$ cat config.mk
export PLATFORM = sky130hd
export DESIGN_NAME = vstrip_expander
export DESIGN_NICKNAME = d
export VERILOG_FILES = /design/src/rtl/sm_pkg.sv /design/src/rtl/sm_beat_ctr.sv /design/src/rtl/sm_vreg_step.sv /design/src/rtl/sm_hold.sv /design/src/rtl/vstrip_expander.sv
export SDC_FILE = /design/constraint.sdc
export NUM_CORES = 1
export LEC_CHECK = 0
export BUFFER_PORTS_ARGS = -buffer_cell sky130_fd_sc_hd__buf_2
export CORE_MARGIN = 2
export CORE_UTILIZATION = 52
export DETAILED_ROUTE_END_ITERATION = 10
export PLACE_DENSITY = 0.84
export REMOVE_ABC_BUFFERS = 1
export SYNTH_ARGS = -nofsm -noshare
export SYNTH_HDL_FRONTEND = slang
export SYNTH_SLANG_ARGS = --single-unit
$ cat constraint.sdc
create_clock -name clk_i -period 3 [get_ports clk_i]
set_clock_uncertainty 0.05 [all_clocks]
set_input_delay 0.15 -clock clk_i [delete_from_list [all_inputs] [get_ports clk_i]]
set_output_delay 0.15 -clock clk_i [all_outputs]
set_load 0.01 [all_outputs]
$ cat src/rtl/sm_pkg.sv
package sm_pkg;
  localparam int unsigned VREG_W = 6;
  localparam int unsigned NUM_VF = 3;
  typedef logic [VREG_W-1:0] vreg_t;
  typedef vreg_t [NUM_VF-1:0] vreg_vec_t;
endpackage

$ cat src/rtl/sm_beat_ctr.sv
module sm_beat_ctr #(
  parameter int unsigned BEATS  = 4,
  localparam int unsigned BEAT_W = (BEATS > 1) ? $clog2(BEATS) : 1
) (
  input  logic              clk_i,
  input  logic              rst_ni,
  input  logic              start_i,
  input  logic              step_i,
  input  logic              strip_i,
  output logic [BEAT_W-1:0] beat_o,
  output logic              final_o
);
  logic [BEAT_W-1:0] beat_q;

  assign final_o = !strip_i || (beat_q == BEAT_W'(BEATS - 1));
  assign beat_o  = beat_q;

  always_ff @(posedge clk_i or negedge rst_ni) begin
    if (!rst_ni)                beat_q <= '0;
    else if (start_i)           beat_q <= '0;
    else if (step_i && !final_o) beat_q <= beat_q + BEAT_W'(1);
  end
endmodule

$ cat src/rtl/sm_vreg_step.sv
module sm_vreg_step #(
  parameter int unsigned BEAT_W = 2
) (
  input  sm_pkg::vreg_t     base_i,
  input  logic [BEAT_W-1:0] beat_i,
  output sm_pkg::vreg_t     idx_o
);
  // wraps modulo register count
  assign idx_o = base_i + sm_pkg::VREG_W'(beat_i);
endmodule

$ cat src/rtl/sm_hold.sv
module sm_hold #(
  parameter int unsigned OP_W = 8,
  parameter int unsigned XS_W = 5
) (
  input  logic              clk_i,
  input  logic              rst_ni,
  input  logic              load_i,
  input  logic              clear_i,
  input  logic [OP_W-1:0]   op_i,
  input  sm_pkg::vreg_vec_t vr_i,
  input  logic [XS_W-1:0]   xs_i,
  input  logic              strip_i,
  output logic              busy_o,
  output logic [OP_W-1:0]   op_o,
  output sm_pkg::vreg_vec_t vr_o,
  output logic [XS_W-1:0]   xs_o,
  output logic              strip_o
);
  always_ff @(posedge clk_i or negedge rst_ni) begin
    if (!rst_ni) begin
      busy_o  <= 1'b0;
      op_o    <= '0;
      vr_o    <= '0;
      xs_o    <= '0;
      strip_o <= 1'b0;
    end else if (load_i) begin
      busy_o  <= 1'b1;
      op_o    <= op_i;
      vr_o    <= vr_i;
      xs_o    <= xs_i;
      strip_o <= strip_i;
    end else if (clear_i) begin
      busy_o  <= 1'b0;
    end
  end
endmodule

$ cat src/rtl/vstrip_expander.sv
module vstrip_expander #(
  parameter int unsigned OP_W  = 8,
  parameter int unsigned XS_W  = 5,
  parameter int unsigned BEATS = 4
) (
  input  logic                      clk_i,
  input  logic                      rst_ni,
  input  logic                      disp_valid_i,
  output logic                      disp_ready_o,
  input  logic                      disp_strip_i,
  input  logic [OP_W-1:0]           disp_op_i,
  input  logic [sm_pkg::VREG_W-1:0] disp_vd_i,
  input  logic [sm_pkg::VREG_W-1:0] disp_vs1_i,
  input  logic [sm_pkg::VREG_W-1:0] disp_vs2_i,
  input  logic [XS_W-1:0]           disp_xs_i,
  output logic                      iss_valid_o,
  input  logic                      iss_ready_i,
  output logic [OP_W-1:0]           iss_op_o,
  output logic [sm_pkg::VREG_W-1:0] iss_vd_o,
  output logic [sm_pkg::VREG_W-1:0] iss_vs1_o,
  output logic [sm_pkg::VREG_W-1:0] iss_vs2_o,
  output logic [XS_W-1:0]           iss_xs_o,
  output logic                      iss_last_o
);
  import sm_pkg::*;
  localparam int unsigned BEAT_W = (BEATS > 1) ? $clog2(BEATS) : 1;

  logic              busy, strip_q, final_beat, fire, load, clear;
  logic [BEAT_W-1:0] beat;
  vreg_vec_t         vr_in, vr_q, vr_out;

  assign vr_in = {disp_vs2_i, disp_vs1_i, disp_vd_i};

  assign fire         = iss_valid_o && iss_ready_i;
  assign clear        = fire && final_beat;
  // accept when empty, or when the final event leaves this cycle
  assign disp_ready_o = !busy || (iss_ready_i && final_beat);
  assign load         = disp_valid_i && disp_ready_o;

  sm_hold #(.OP_W(OP_W), .XS_W(XS_W)) u_hold (
    .clk_i   (clk_i),
    .rst_ni  (rst_ni),
    .load_i  (load),
    .clear_i (clear),
    .op_i    (disp_op_i),
    .vr_i    (vr_in),
    .xs_i    (disp_xs_i),
    .strip_i (disp_strip_i),
    .busy_o  (busy),
    .op_o    (iss_op_o),
    .vr_o    (vr_q),
    .xs_o    (iss_xs_o),
    .strip_o (strip_q)
  );

  sm_beat_ctr #(.BEATS(BEATS)) u_beat (
    .clk_i   (clk_i),
    .rst_ni  (rst_ni),
    .start_i (load),
    .step_i  (fire),
    .strip_i (strip_q),
    .beat_o  (beat),
    .final_o (final_beat)
  );

  for (genvar g = 0; g < NUM_VF; g++) begin : g_vf
    sm_vreg_step #(.BEAT_W(BEAT_W)) u_step (
      .base_i (vr_q[g]),
      .beat_i (beat),
      .idx_o  (vr_out[g])
    );
  end

  assign iss_valid_o = busy;
  assign iss_vd_o    = vr_out[0];
  assign iss_vs1_o   = vr_out[1];
  assign iss_vs2_o   = vr_out[2];
  assign iss_last_o  = busy && final_beat;
endmodule

==> run metrics <==
weighted congestion reported at the end of routability-driven placement=0.719; height of the die=63.5 um; maximum net fanout on the critical path=7; number of ports placed on the die boundary=70; Comb power frac=53.3%; first-pass GRT wire length=6780 um; start point of the worst min-delay path=disp_valid_i; detailed-route wire length per cell=14.8 um; endpoints failing hold=0; part of the Yosys area used for sequential elements=47.6%; share of synthesized registers carrying an async set or reset=100%; static leakage=1.32 nW; clock tree from TritonCTS=yes; net load switching power=0.967 mW; Global Route Usage Sum=22.4%; PortBufs=69; post-layout util=77.8%; final setup TNS=0 ns; fill cell total of the finished layout=240; Setup Viol. Count Final=0; category of the most critical setup path=reg2out; initial antenna violation count=0; hold path cells=3; synthesized netlist cell count=128; setup slack, reg-to-reg=0.94 ns; mean number of vias per cell=4.87; placeable core region=3360 um^2; die area=4030 um^2; DRT iter0 DRCs=35; clock root cell=sky130_fd_sc_hd__clkbuf_4; ranking of synthesized cells by area=sky130_fd_sc_hd__dfrtp_1 (48%), sky130_fd_sc_hd__mux2_4 (24%), sky130_fd_sc_hd__ha_1 (4.8%); antenna cell count=0; total length of routed wires=4160 um; Die X-Extent=63.5 um; worst endpoint data arrival time=1.96 ns; setup repair after global routing missed its margin=no; Vias=1374; Sw Share=37.4%; Netlist Area Pre-Place=1840 um^2; number of nets still failing antenna checks after routing=0; count of H-tree levels built during CTS=2; launching instance or port of the critical path=u_beat.beat_o[1]; leftover overflow at the end of global routing=0; Yosys warnings=0; number of CTS-inserted buffers=5; Yosys top cell area share=47.6%; total area of multi-input combinational cells=896 um^2; largest stage delay on the critical path=0.50 ns; number of pins with negative max-slew slack in the final report=0; minimum clock period=2.16 ns; portion of the clock cycle consumed by the worst path in the final layout=72.0%; clock latency of the later-clocked register in the worst-skew pair=0.33 ns; site row count=21; synthesized area per cell=14.4 um^2; cell type of the slowest stage on the worst timing path=sky130_fd_sc_hd__dfrtp_1; detailed placement HPWL=2490 um; Crit path required time=2.80 ns; clock-pin slew on the worst setup and hold paths=0.10 ns; worst slew slack as a fraction of its limit=48.4%; critical path endpoint category=output pin; total of flip-flops plus latches after synthesis=35; worst vdd rail ir drop=563 uV; Unique masters post-synth=20; largest net degree at the start of global routing=36; initial cell density of the core=54.7%; clock sink total=35; cell depth of the worst flop-to-flop path=5; part of the power in the clock network=11.0%; worst hold path type=in2reg; Post-route DRC=0; cell type with the highest aggregate area in the netlist=sky130_fd_sc_hd__dfrtp_1; number of flops mapped to enable cells by yosys=0; Sequential Area=876 um^2; setup repair bufs after CTS=0; P per Cell Area=989 nW/um^2; result of the run=finished clean; internal power consumption=1.62 mW; CTS Buffer Depth=2; Fmax achieved=463 MHz; most frequently used flop master after synthesis=sky130_fd_sc_hd__dfrtp_1; proportion of power drawn by flip-flops and latches=35.7%; via count of the first global-routing pass=1437; transition time of the tightest slew-check pin=0.774 ns; worst flop-to-flop path startpoint=u_beat.beat_o[1]; startpoint type of the worst setup path=register; number of nets in the final layout=281; final-layout worst hold slack=0.0295 ns; sequence of cells on the critical path=inv_1 -> fa_1 -> nor2_1 -> xor2_1 -> buf_2; area added between synthesis and finish=42.2%; Max Cap Viol=0; share of layout cells above drive strength 1=47.0%; DRT Pass-1 Iters=4
## final timing paths
| check | endpoint |
|---|---|
| max | iss_vs2_o[4] |
| min | u_hold.busy_o |
| max reg2reg | u_hold.vr_o[3] |
| min reg2reg | u_hold.xs_o[2] |
| max in group asynchronous | u_hold.vr_o[5] |
| min in group asynchronous | u_hold.op_o[0] |
## logic make-up after synthesis
group	count (synthesis)	share of synthesized area, %
compound gates	7	3.40
xor+xnor	13	6.19
fa+ha+maj	10	8.03
buf+inv	12	3.67
flops	35	47.6
mux	32	25.5
simple gates	19	5.58
## cell usage after synthesis (2+ instances only)
cell type                  instances
sky130_fd_sc_hd__a21o_1            3
sky130_fd_sc_hd__nand2_1           8
sky130_fd_sc_hd__ha_1              7
sky130_fd_sc_hd__mux2_4           29
sky130_fd_sc_hd__nand4b_1          2
sky130_fd_sc_hd__nand4_1           3
sky130_fd_sc_hd__inv_1             9
sky130_fd_sc_hd__fa_1              3
sky130_fd_sc_hd__o21ai_0           2
sky130_fd_sc_hd__dfrtp_1          35
sky130_fd_sc_hd__buf_6             3
sky130_fd_sc_hd__xnor2_1           9
sky130_fd_sc_hd__xor2_1            4
sky130_fd_sc_hd__mux2_2            3
sky130_fd_sc_hd__nor2_1            3
## layout by cell type (no fill, tap or decap)
cell	Yosys	layout
sky130_fd_sc_hd__buf_2	0	69
sky130_fd_sc_hd__dfrtp_1	35	35
sky130_fd_sc_hd__dlygate4sd3_1	0	33
sky130_fd_sc_hd__mux2_4	29	29
sky130_fd_sc_hd__inv_1	9	9
sky130_fd_sc_hd__xnor2_1	9	9
sky130_fd_sc_hd__nand2_1	8	8
sky130_fd_sc_hd__ha_1	7	7
sky130_fd_sc_hd__clkbuf_4	0	5
sky130_fd_sc_hd__xor2_1	4	4
sky130_fd_sc_hd__nor2_1	3	3
sky130_fd_sc_hd__a21o_1	3	3
sky130_fd_sc_hd__nand4_1	3	3
sky130_fd_sc_hd__mux2_2	3	3
sky130_fd_sc_hd__fa_1	3	3
sky130_fd_sc_hd__o21ai_0	2	2
sky130_fd_sc_hd__nand4b_1	2	2
sky130_fd_sc_hd__clkbuf_8	0	2
sky130_fd_sc_hd__nand3_1	1	1
sky130_fd_sc_hd__nor2b_4	1	1
sky130_fd_sc_hd__nor2b_1	1	1
sky130_fd_sc_hd__o22ai_4	1	1
sky130_fd_sc_hd__a32o_1	1	1
sky130_fd_sc_hd__clkbuf_1	0	1
sky130_fd_sc_hd__buf_4	0	1
## area by class of cell
type	count	share of cell area, %
inverters	9	1.29
well taps	46	2.20
flip-flops and latches	35	33.5
repair buffers	103	26.1
multi-input cells	81	34.3
clock buffers	8	2.63
## flip-flops by register name (all words and copies together), names as in the netlist
signal / count
u_hold.vr_o: 18
u_hold.op_o: 8
u_hold.xs_o: 5
u_beat.beat_o: 2
u_hold.busy_o: 1
u_hold.strip_o: 1
## routing by layer
layer | global-route usage, % | up-vias | share of wire (%)
li1 | - | 655 | -
met1 | 27.1 | 665 | 42
met2 | 37.4 | 47 | 50
met3 | 8.04 | 7 | 6.7
met4 | 7.07 | 0 | 1.2
met5 | 0 | - | 0
## power groups by stage
stage,registers (mW),logic (mW),clock network [mW]
after global routing,0.963,1.49,0.317
after detailed placement,0.921,1.34,0
after global placement,0.917,1.31,0
after floorplan,0.924,0.878,0
after CTS,0.921,1.38,0.294
final,0.925,1.38,0.285
## critical path, delay by kind of cell, from the launching register on
kind,cells,cell delay (ns)
xor+xnor,1,0.16
fa+ha+maj,1,0.49
buf+inv,2,0.33
flops,1,0.50
simple gates,1,0.15
## metrics by stage
step           std cells  power [mW]  setup WS [ns]  area, um^2
6_report             282        2.59          0.839        2620
4_1_cts              282        2.59          0.805        2620
3_3_place_gp         241        2.22           1.04        2220
2_1_floorplan        125        1.80          0.789        1810
3_5_place_dp         241        2.26          0.948        2220
5_1_grt              282        2.77          0.724        2620
## timing repair
action | in CTS | in global routing
endpoints found under the hold margin | 67 | 0
hold buffers | 33 | 0
resized for setup | 0 | 0
No activity file was read; power rests on OpenSTA's default activity.
